File: src/rtl/spidiv_pkg.sv
package spidiv_pkg;

  // Half period of the binary-exponent path: 2^(n+1) source cycles.
  function automatic int unsigned exp_half(input int unsigned n);
    return 32'd2 << n;
  endfunction

  // Half period of the linear path: n+1 source cycles.
  function automatic int unsigned lin_half(input int unsigned n);
    return n + 32'd1;
  endfunction

  function automatic int unsigned max_u(input int unsigned a, input int unsigned b);
    return (a > b) ? a : b;
  endfunction

endpackage

File: src/rtl/spidiv_rate_sel.sv
module spidiv_rate_sel #(
  parameter int EXP_W = 3,
  parameter int LIN_W = 8,
  parameter int HW    = 9
) (
  input  logic             clk,
  input  logic             rst_n,
  input  logic [EXP_W-1:0] exp_div,
  input  logic [LIN_W-1:0] lin_div,
  input  logic             rate_sel,
  output logic [HW-1:0]    half_len,
  output logic             cfg_change
);
  import spidiv_pkg::*;

  logic [HW-1:0] exp_len;
  logic [HW-1:0] lin_len;
  logic [HW-1:0] half_q;

  always_comb begin
    exp_len  = HW'(exp_half(32'(exp_div)));
    lin_len  = HW'(lin_half(32'(lin_div)));
    half_len = rate_sel ? lin_len : exp_len;
  end

  // Remember the half period in use; any difference forces a reload.
  always_ff @(posedge clk or negedge rst_n) begin
    if (!rst_n) half_q <= '0;
    else        half_q <= half_len;
  end

  assign cfg_change = (half_len != half_q);

  assert_len_nonzero_R2: assert property (@(posedge clk) disable iff (!rst_n)
    half_len != '0);

endmodule

File: src/rtl/spidiv_counter.sv
module spidiv_counter #(
  parameter int HW = 9
) (
  input  logic          clk,
  input  logic          rst_n,
  input  logic          run,
  input  logic          reload,
  input  logic [HW-1:0] half_len,
  output logic          half_tick
);
  logic [HW-1:0] cnt_q;
  logic          at_end;

  assign at_end    = (cnt_q == half_len - HW'(1));
  assign half_tick = run && !reload && at_end;

  always_ff @(posedge clk or negedge rst_n) begin
    if (!rst_n)                         cnt_q <= '0;
    else if (!run || reload || half_tick) cnt_q <= '0;
    else                                cnt_q <= cnt_q + HW'(1);
  end

  assert_cnt_in_range_R1: assert property (@(posedge clk) disable iff (!rst_n)
    (run && !reload) |-> (cnt_q < half_len));

  assert_reload_clears_R6: assert property (@(posedge clk) disable iff (!rst_n)
    reload |=> (cnt_q == '0));

  assert_start_from_zero_R7: assert property (@(posedge clk) disable iff (!rst_n)
    $rose(run) |-> (cnt_q == '0));

endmodule

File: src/rtl/spidiv_phase.sv
module spidiv_phase (
  input  logic clk,
  input  logic rst_n,
  input  logic run,
  input  logic reload,
  input  logic half_tick,
  input  logic cpol,
  output logic sclk,
  output logic period_tick
);
  logic phase_q;

  always_ff @(posedge clk or negedge rst_n) begin
    if (!rst_n)              phase_q <= 1'b0;
    else if (!run || reload) phase_q <= 1'b0;
    else if (half_tick)      phase_q <= ~phase_q;
  end

  assign sclk        = run ? (cpol ^ phase_q) : cpol;
  assign period_tick = half_tick && phase_q;

  assert_sclk_flips_R5: assert property (@(posedge clk) disable iff (!rst_n)
    ($past(half_tick) && run && $stable(cpol)) |-> (sclk != $past(sclk)));

  assert_sclk_holds_R5: assert property (@(posedge clk) disable iff (!rst_n)
    (run && $past(run) && !$past(half_tick) && !$past(reload) && $stable(cpol))
      |-> $stable(sclk));

  assert_period_active_level_R4: assert property (@(posedge clk) disable iff (!rst_n)
    period_tick |-> (sclk != cpol));

endmodule

File: src/rtl/spi_sclk_divider.sv
module spi_sclk_divider #(
  parameter int EXP_W = 3,
  parameter int LIN_W = 8
) (
  input  logic             clk,
  input  logic             rst_n,
  input  logic             enable,
  input  logic             active,
  input  logic             cpol,
  input  logic [EXP_W-1:0] exp_div,
  input  logic [LIN_W-1:0] lin_div,
  input  logic             rate_sel,
  output logic             sclk,
  output logic             half_tick,
  output logic             period_tick
);
  import spidiv_pkg::*;

  localparam int unsigned EXP_MAX = exp_half((32'd1 << EXP_W) - 32'd1);
  localparam int unsigned LIN_MAX = lin_half((32'd1 << LIN_W) - 32'd1);
  localparam int          HW      = $clog2(max_u(EXP_MAX, LIN_MAX)) + 1;

  logic          run;
  logic          reload;
  logic [HW-1:0] half_len;

  assign run = enable && active;

  spidiv_rate_sel #(.EXP_W(EXP_W), .LIN_W(LIN_W), .HW(HW)) u_sel (
    .clk(clk), .rst_n(rst_n), .exp_div(exp_div), .lin_div(lin_div),
    .rate_sel(rate_sel), .half_len(half_len), .cfg_change(reload)
  );

  spidiv_counter #(.HW(HW)) u_cnt (
    .clk(clk), .rst_n(rst_n), .run(run), .reload(reload),
    .half_len(half_len), .half_tick(half_tick)
  );

  spidiv_phase u_phase (
    .clk(clk), .rst_n(rst_n), .run(run), .reload(reload),
    .half_tick(half_tick), .cpol(cpol), .sclk(sclk), .period_tick(period_tick)
  );

  assert_no_tick_disabled_R7: assert property (@(posedge clk) disable iff (!rst_n)
    !enable |-> (!half_tick && sclk == cpol));

endmodule

File: config.mk
export PLATFORM = sky130hd
export DESIGN_NAME = spi_sclk_divider
export DESIGN_NICKNAME = d
export VERILOG_FILES = /design/src/rtl/spidiv_pkg.sv /design/src/rtl/spidiv_rate_sel.sv /design/src/rtl/spidiv_counter.sv /design/src/rtl/spidiv_phase.sv /design/src/rtl/spi_sclk_divider.sv
export SDC_FILE = /design/constraint.sdc
export NUM_CORES = 1
export LEC_CHECK = 0
export CORE_AREA = 2 2 61 63
export CTS_CLUSTER_DIAMETER = 60
export DETAILED_ROUTE_END_ITERATION = 12
export DIE_AREA = 0 0 63 65
export PLACE_DENSITY = 0.66
export SKIP_LAST_GASP = 1
export SYNTH_ARGS = -nofsm -noshare
export SYNTH_HDL_FRONTEND = slang
export SYNTH_HIERARCHICAL = 1
export SYNTH_SLANG_ARGS = --single-unit
export TNS_END_PERCENT = 5
File: constraint.sdc
create_clock -name clk -period 4.67 [get_ports clk]
set_input_delay 0.934 -clock clk [delete_from_list [all_inputs] [get_ports clk]]
set_output_delay 0.934 -clock clk [all_outputs]
set_load 0.02 [all_outputs]
==> impl_metrics.env, run 1 <==
export IMPL_status="completed"
export IMPL_numCtsBuffers=3
export IMPL_dr_pass1_iters=5
export IMPL_synth_seq_cells=19
export IMPL_endpoint_kind="output port"
export IMPL_required_ns=3.74
export IMPL_clock_skew_ns=0.00350
export IMPL_slew_headroom=0.415
export IMPL_switching_share=0.301
export IMPL_setup_viol=0
export IMPL_syn_area_um2=1500
export IMPL_clockRootBuffer="clkbuf_4"
export IMPL_place_gp_congestion=0.852
export IMPL_whs_ns=0.561
export IMPL_row_count=22
export IMPL_avgSynthCellArea_um2=9.17
export IMPL_grt_start_max_net_pins=20
export IMPL_clkLatencyLatePin_ns=0.30
export IMPL_post_cts_buffers=0
export IMPL_synth_cell_types=48
export IMPL_hold_violations=0
export IMPL_ir_drop_mv=0.110
export IMPL_ys_top_cells_by_count="dfrtp_1, nor2_1, xor2_1, nand2_1, xnor2_1"
export IMPL_yosys_area_top_type="dfrtp_1"
export IMPL_combPwrFrac=0.354
export IMPL_synth_nets=184
export IMPL_maxCapViolations=0
export IMPL_power_density_nw_per_um2=187
export IMPL_port_buffers=19
export IMPL_final_net_count=243
export IMPL_cts_tree="built"
export IMPL_num_io_pins=20
export IMPL_ys_seq_area_frac=0.316
export IMPL_dieArea_um2=4100
export IMPL_clk_path_buf_depth=2
export IMPL_area_delta_synth_final_pct=41.3
export IMPL_design_area_um2=2130
export IMPL_yosys_warnings=6
export IMPL_dr_total_vias=1409
export IMPL_final_cells=270
export IMPL_synth_edf_count=0
export IMPL_async_flop_share=1.00
export IMPL_die_h_um=65
export IMPL_synthFlopType="dfrtp_1"
export IMPL_finalMaxSlewViolations=0
export IMPL_worstMarginPinSlew_ns=0.875
export IMPL_clock_fmax_mhz=218
export IMPL_avgViaCountPerCell=5.22
export IMPL_post_drt_wl_per_cell_um=14.1
export IMPL_antenna_found_initial=0
export IMPL_min_path_type="flip-flop to flip-flop"
export IMPL_post_route_period_util=0.981
export IMPL_yosysTopAreaCellShare=0.316
export IMPL_p_sw_mw=0.120
export IMPL_clk_pin_slew_ns=0.10
export IMPL_start_kind="input port"
export IMPL_antenna_cells=0
export IMPL_seqPwrFrac=0.438
export IMPL_postSynthCellCount=164
export IMPL_start_util=0.430
export IMPL_grt_first_pass_wirelength_um=6150
export IMPL_cp_max_fo=3
export IMPL_dp_cells=266
export IMPL_ant_nets=0
export IMPL_yosys_top_cells_area="dfrtp_1, xor2_1, xnor2_1"
export IMPL_grt_ovfl_total=0
export IMPL_htree_levels=1
export IMPL_drt_initial_drc_count=59
export IMPL_synth_most_common_cell="dfrtp_1"
export IMPL_ctsHoldBuffers=0
export IMPL_cts_sinks=19
export IMPL_p_clk_frac=0.208
export IMPL_grt_usage=0.190
export IMPL_drc=0
export IMPL_coreArea_um2=3500
export IMPL_grt_pass1_vias=1410
export IMPL_path_class="input port to output port"
export IMPL_totalWireLength_um=3820
export IMPL_post_dp_hpwl_um=2870
export IMPL_intPower_mw=0.278
export IMPL_die_w_um=63
export IMPL_drive_above_1_share=0.306
export IMPL_post_route_min_period_ns=4.58
export IMPL_leakagePower_nw=0.966
export IMPL_placed_area_um2=2030
export IMPL_cp_arrival_ns=3.65
-- layout make-up --
| cell class | instances | area [um2] |
|---|---|---|
| fillers | 299 | 1370 |
| multi-input cells | 139 | 1080 |
| flip-flops and latches | 19 | 475 |
| well taps | 48 | 60.1 |
| inverters | 3 | 11.3 |
| clock buffers | 4 | 26.3 |
| repair buffers | 57 | 475 |
-- path summary, 6_finish.rpt --
check | end | cells past startpoint | slack [ns] | from
setup / recovery | period_tick | 14 | 0.09 | lin_div[1]
hold / removal | u_cnt/cnt_q[0] | 1 | 0.56 | u_cnt/cnt_q[0]
setup reg to reg | u_phase/phase_q | 10 | 2.35 | u_sel/half_q[4]
hold reg to reg | u_cnt/cnt_q[0] | 1 | 0.56 | u_cnt/cnt_q[0]
max in group asynchronous | u_sel/half_q[6] | 1 | 3.01 | rst_n
min in group asynchronous | u_cnt/cnt_q[1] | 1 | 1.12 | rst_n
-- flip-flops by register name, summed over array words and instances (netlist names) --
name	count
u_sel/half_q	9
u_phase/phase_q	1
u_cnt/cnt_q	9
-- critical path, cell delays in order --
cell and delay, ns:
clkdlybuf4s50_1 0.49, ha_2 0.18, buf_4 0.13, nand3_1 0.13
xor2_2 0.19, o22ai_2 0.20, buf_4 0.17, xnor2_2 0.11
a31oi_1 0.08, a31o_1 0.25, nor4_4 0.32, and2_4 0.20
and2_2 0.13, buf_4 0.13
-- power groups by stage --
| stage | Sequential [mW] | Combinational [mW] | Clock, mW |
|---|---|---|---|
| global placement | 0.178 | 0.128 | 0 |
| global route | 0.175 | 0.152 | 0.0929 |
| CTS | 0.174 | 0.134 | 0.0878 |
| floorplan | 0.177 | 0.0707 | 0 |
| detailed placement | 0.178 | 0.131 | 0 |
| finish | 0.174 | 0.141 | 0.0827 |
-- stage by stage --
stage / TNS, ns / utilization / total power, mW / worst slack [ns]
2_1_floorplan: 0 / - / 0.247 / 0.389
3_3_place_gp: -0.690 / 0.580 / 0.305 / -0.357
3_5_place_dp: -0.952 / 0.580 / 0.309 / -0.476
4_1_cts: -0.0361 / 0.592 / 0.397 / -0.0361
5_1_grt: -0.106 / 0.608 / 0.419 / -0.0642
6_report: 0 / 0.608 / 0.398 / 0.0875
-- layout by cell type, fill, tap and decap left out, types with 3 or more instances in the layout --
cell type        instances
nand4_1                  6
nand3b_1                 4
buf_4                   40
nor2_1                  16
xor2_1                  17
clkbuf_4                 3
xnor2_1                 13
dfrtp_1                 19
nand3_1                 10
clkdlybuf4s50_1         15
nand2_1                 16
nor2b_1                  4
nor3_1                   3
-- layer usage --
metal  vias up  track usage  part of all wire
met3         8       0.0226             0.031
li1        691            -                 -
met5         -            0                 0
met4         0       0.0750             0.018
met1       679        0.209              0.42
met2        31        0.368              0.53
-- repair_timing --
item,CTS,global route
pin swaps,0,6
resized for setup,10,20
setup endpoints to repair,2,2
-- logic make-up (layout without fill, tap and decap cells) --
logic type | Yosys count | count (layout) | synth area share
flip-flops | 19 | 19 | 0.316
AO/OA/AOI/OAI | 19 | 19 | 0.110
XOR/XNOR | 35 | 35 | 0.224
adder cells (fa/ha/maj) | 3 | 3 | 0.0250
AND/OR/NAND/NOR | 82 | 82 | 0.309
buffers and inverters | 6 | 64 | 0.0158
Note: power is estimated with default switching activity, not from simulation.
==> inputs of run 2 (changes only) <==
- CAP_MARGIN: unset -> 20
- CORE_AREA: 2 2 61 63 -> 2 2 63 65
- CTS_CLUSTER_DIAMETER: 60 -> unset
- DIE_AREA: 0 0 63 65 -> 0 0 65 67
- SYNTH_HIERARCHICAL: 1 -> unset
==> run 2 against run 1 <==
Effect of this change: sequential power barely moved; power rose by 10%; die area rose by 6.3%; clock power up 33%; sequential cell count is the same; design area increased by 7.8%; non-clock buffer count rose by 7.
==> impl_metrics.env, run 2 <==
export IMPL_worstMarginPinSlew_ns=0.849
export IMPL_synth_cell_types=50
export IMPL_start_kind="input port"
export IMPL_leakagePower_nw=0.994
export IMPL_port_buffers=19
export IMPL_cp_arrival_ns=3.62
export IMPL_maxCapViolations=0
export IMPL_yosys_area_top_type="dfrtp_1"
export IMPL_yosys_warnings=0
export IMPL_clk_pin_slew_ns=0.06
export IMPL_status="completed"
export IMPL_ys_top_cells_by_count="dfrtp_1, xnor2_1, xor2_1, nor2_1"
export IMPL_clock_skew_ns=0.00541
export IMPL_placed_area_um2=2120
export IMPL_coreArea_um2=3610
export IMPL_place_gp_congestion=0.981
export IMPL_reg_largest_list="u_cnt.cnt_q: 9 flops, u_sel.half_q: 9 flops, u_phase.phase_q: 1 flops"
export IMPL_slew_headroom=0.432
export IMPL_start_util=0.446
export IMPL_postSynthCellCount=184
export IMPL_post_route_period_util=0.976
export IMPL_num_io_pins=20
export IMPL_ys_seq_area_frac=0.296
export IMPL_dr_total_vias=1623
export IMPL_totalWireLength_um=4440
export IMPL_die_w_um=65
export IMPL_grt_pass1_vias=1628
export IMPL_antenna_found_initial=0
export IMPL_syn_area_um2=1610
export IMPL_design_area_um2=2290
export IMPL_whs_ns=0.561
export IMPL_drt_initial_drc_count=148
export IMPL_post_drt_wl_per_cell_um=15.3
export IMPL_die_h_um=67
export IMPL_dr_pass1_iters=5
export IMPL_rsz0062_at_grt="no"
export IMPL_power_density_nw_per_um2=191
export IMPL_finalMaxSlewViolations=0
export IMPL_hold_violations=0
export IMPL_clkLatencyLatePin_ns=0.25
export IMPL_grt_ovfl_total=0
export IMPL_grt_start_max_net_pins=20
export IMPL_clockRootBuffer="clkbuf_8"
export IMPL_setup_viol=0
export IMPL_final_cell_mix="buf_4, dfrtp_1, xnor2_1"
export IMPL_avgSynthCellArea_um2=8.74
export IMPL_synth_most_common_cell="dfrtp_1"
export IMPL_clock_fmax_mhz=219
export IMPL_post_dp_hpwl_um=3370
export IMPL_avgViaCountPerCell=5.58
export IMPL_antenna_cells=0
export IMPL_endpoint_kind="output port"
export IMPL_final_net_count=264
export IMPL_ir_drop_mv=0.120
export IMPL_area_delta_synth_final_pct=42.6
export IMPL_drc=0
export IMPL_synth_edf_count=0
export IMPL_grt_usage=0.223
export IMPL_post_route_min_period_ns=4.56
export IMPL_cp_max_fo=7
export IMPL_synth_seq_cells=19
export IMPL_required_ns=3.74
export IMPL_cts_tree="built"
export IMPL_numCtsBuffers=3
export IMPL_fin_tns_setup_ns=0
export IMPL_final_common_cell="buf_4"
export IMPL_synth_nets=204
export IMPL_clk_path_buf_depth=2
export IMPL_synthFlopType="dfrtp_1"
export IMPL_cts_sinks=19
export IMPL_grt_first_pass_wirelength_um=7480
export IMPL_yosysTopAreaCellShare=0.296
export IMPL_yosys_top_cells_area="dfrtp_1, xnor2_1, xor2_1"
export IMPL_min_path_type="flip-flop to flip-flop"
export IMPL_path_class="input port to output port"
export IMPL_async_flop_share=1.00
export IMPL_drive_above_1_share=0.300
export IMPL_row_count=22
export IMPL_ctsHoldBuffers=0
export IMPL_dieArea_um2=4360
export IMPL_htree_levels=1
export IMPL_ant_nets=0
[run 2: cell count changes after synthesis, moves of 5 or more]
cell     previous run  this run
nand2_1            16         7
nor2_1             18        12
xor2_1             18        13
buf_2               1         6
a21oi_1             2         7
inv_1               2         9
[run 2: cells by family (layout without fill, tap and decap cells)]
logic type / count (synthesis) / count (layout) / synth area share
and+or+nand+nor: 77 / 77 / 0.290
AOI/OAI and AO/OA: 36 / 36 / 0.161
xor gates and xnor gates: 29 / 29 / 0.158
DFF: 19 / 19 / 0.296
buffers and inverters: 18 / 77 / 0.0560
adders and majority gates: 3 / 3 / 0.0233
muxes: 2 / 2 / 0.0156
[run 2: repair_timing]
item | 4_1_cts | 5_1_grt
endpoints found under the hold margin | 0 | 0
setup endpoints to repair | 2 | 1
pin swaps | 6 | 0
gates resized for setup | 38 | 4
gates cloned | 0 | 0
buffers inserted | 3 | 0
[run 2: worst max-delay path, stage by stage]
cell and delay, ns:
dlygate4sd2_1 0.27, buf_6 0.15, or4b_4 0.57, nand2_4 0.11
o31a_1 0.14, o221a_1 0.18, a31oi_1 0.04, or4b_4 0.54
or3_4 0.35, nor3_2 0.16, buf_4 0.16
[run 2: worst paths after layout]
path                                startpoint         endpoint  slack, ns  cells past startpoint
min in group asynchronous                rst_n  u_sel.half_q[4]       1.16                      1
max in group asynchronous                rst_n   u_cnt.cnt_q[1]       2.98                      1
worst max-delay path                  rate_sel      period_tick       0.11                     11
worst max register to register  u_cnt.cnt_q[4]   u_cnt.cnt_q[5]       2.19                      7
worst min register to register  u_cnt.cnt_q[0]   u_cnt.cnt_q[0]       0.56                      1
worst min-delay path            u_cnt.cnt_q[0]   u_cnt.cnt_q[0]       0.56                      1
[run 2: per-layer routing]
layer / wire length (um) / global-route usage / share of wire / vias up
li1: - / - / - / 790
met5: 0 / 0 / 0 / -
met4: 0 / 0.0239 / 0 / 0
met1: 1930 / 0.277 / 0.43 / 792
met3: 224 / 0.0372 / 0.050 / 0
met2: 2290 / 0.418 / 0.52 / 41
[run 2: layout make-up]
type / count / area (um2)
Fill cell: 298 / 1310
Multi-Input combinational cell: 147 / 1150
Timing Repair Buffer: 64 / 526
Sequential cell: 19 / 475
Tap cell: 48 / 60.1
Clock buffer: 4 / 45.0
Inverter: 9 / 33.8
[run 2: power breakdown]
| part | total (mW) | switching, mW | leakage [nW] | internal [mW] |
|---|---|---|---|---|
| Combinational | 0.155 | 0.0729 | 0.716 | 0.0823 |
| Sequential | 0.173 | 0.00263 | 0.254 | 0.170 |
| Clock | 0.110 | 0.0493 | 0.0228 | 0.0605 |
| Total | 0.438 | 0.125 | 0.994 | 0.313 |
[run 2: metrics by stage]
step	worst slack (ns)	total power [mW]	instances	util
finish	0.111	0.438	291	0.636
global route	0.000419	0.461	291	0.636
CTS	0.114	0.439	291	0.631
detailed placement	-0.785	0.315	284	0.587
global placement	-0.668	0.309	284	0.587
floorplan	0.0155	0.250	184	-
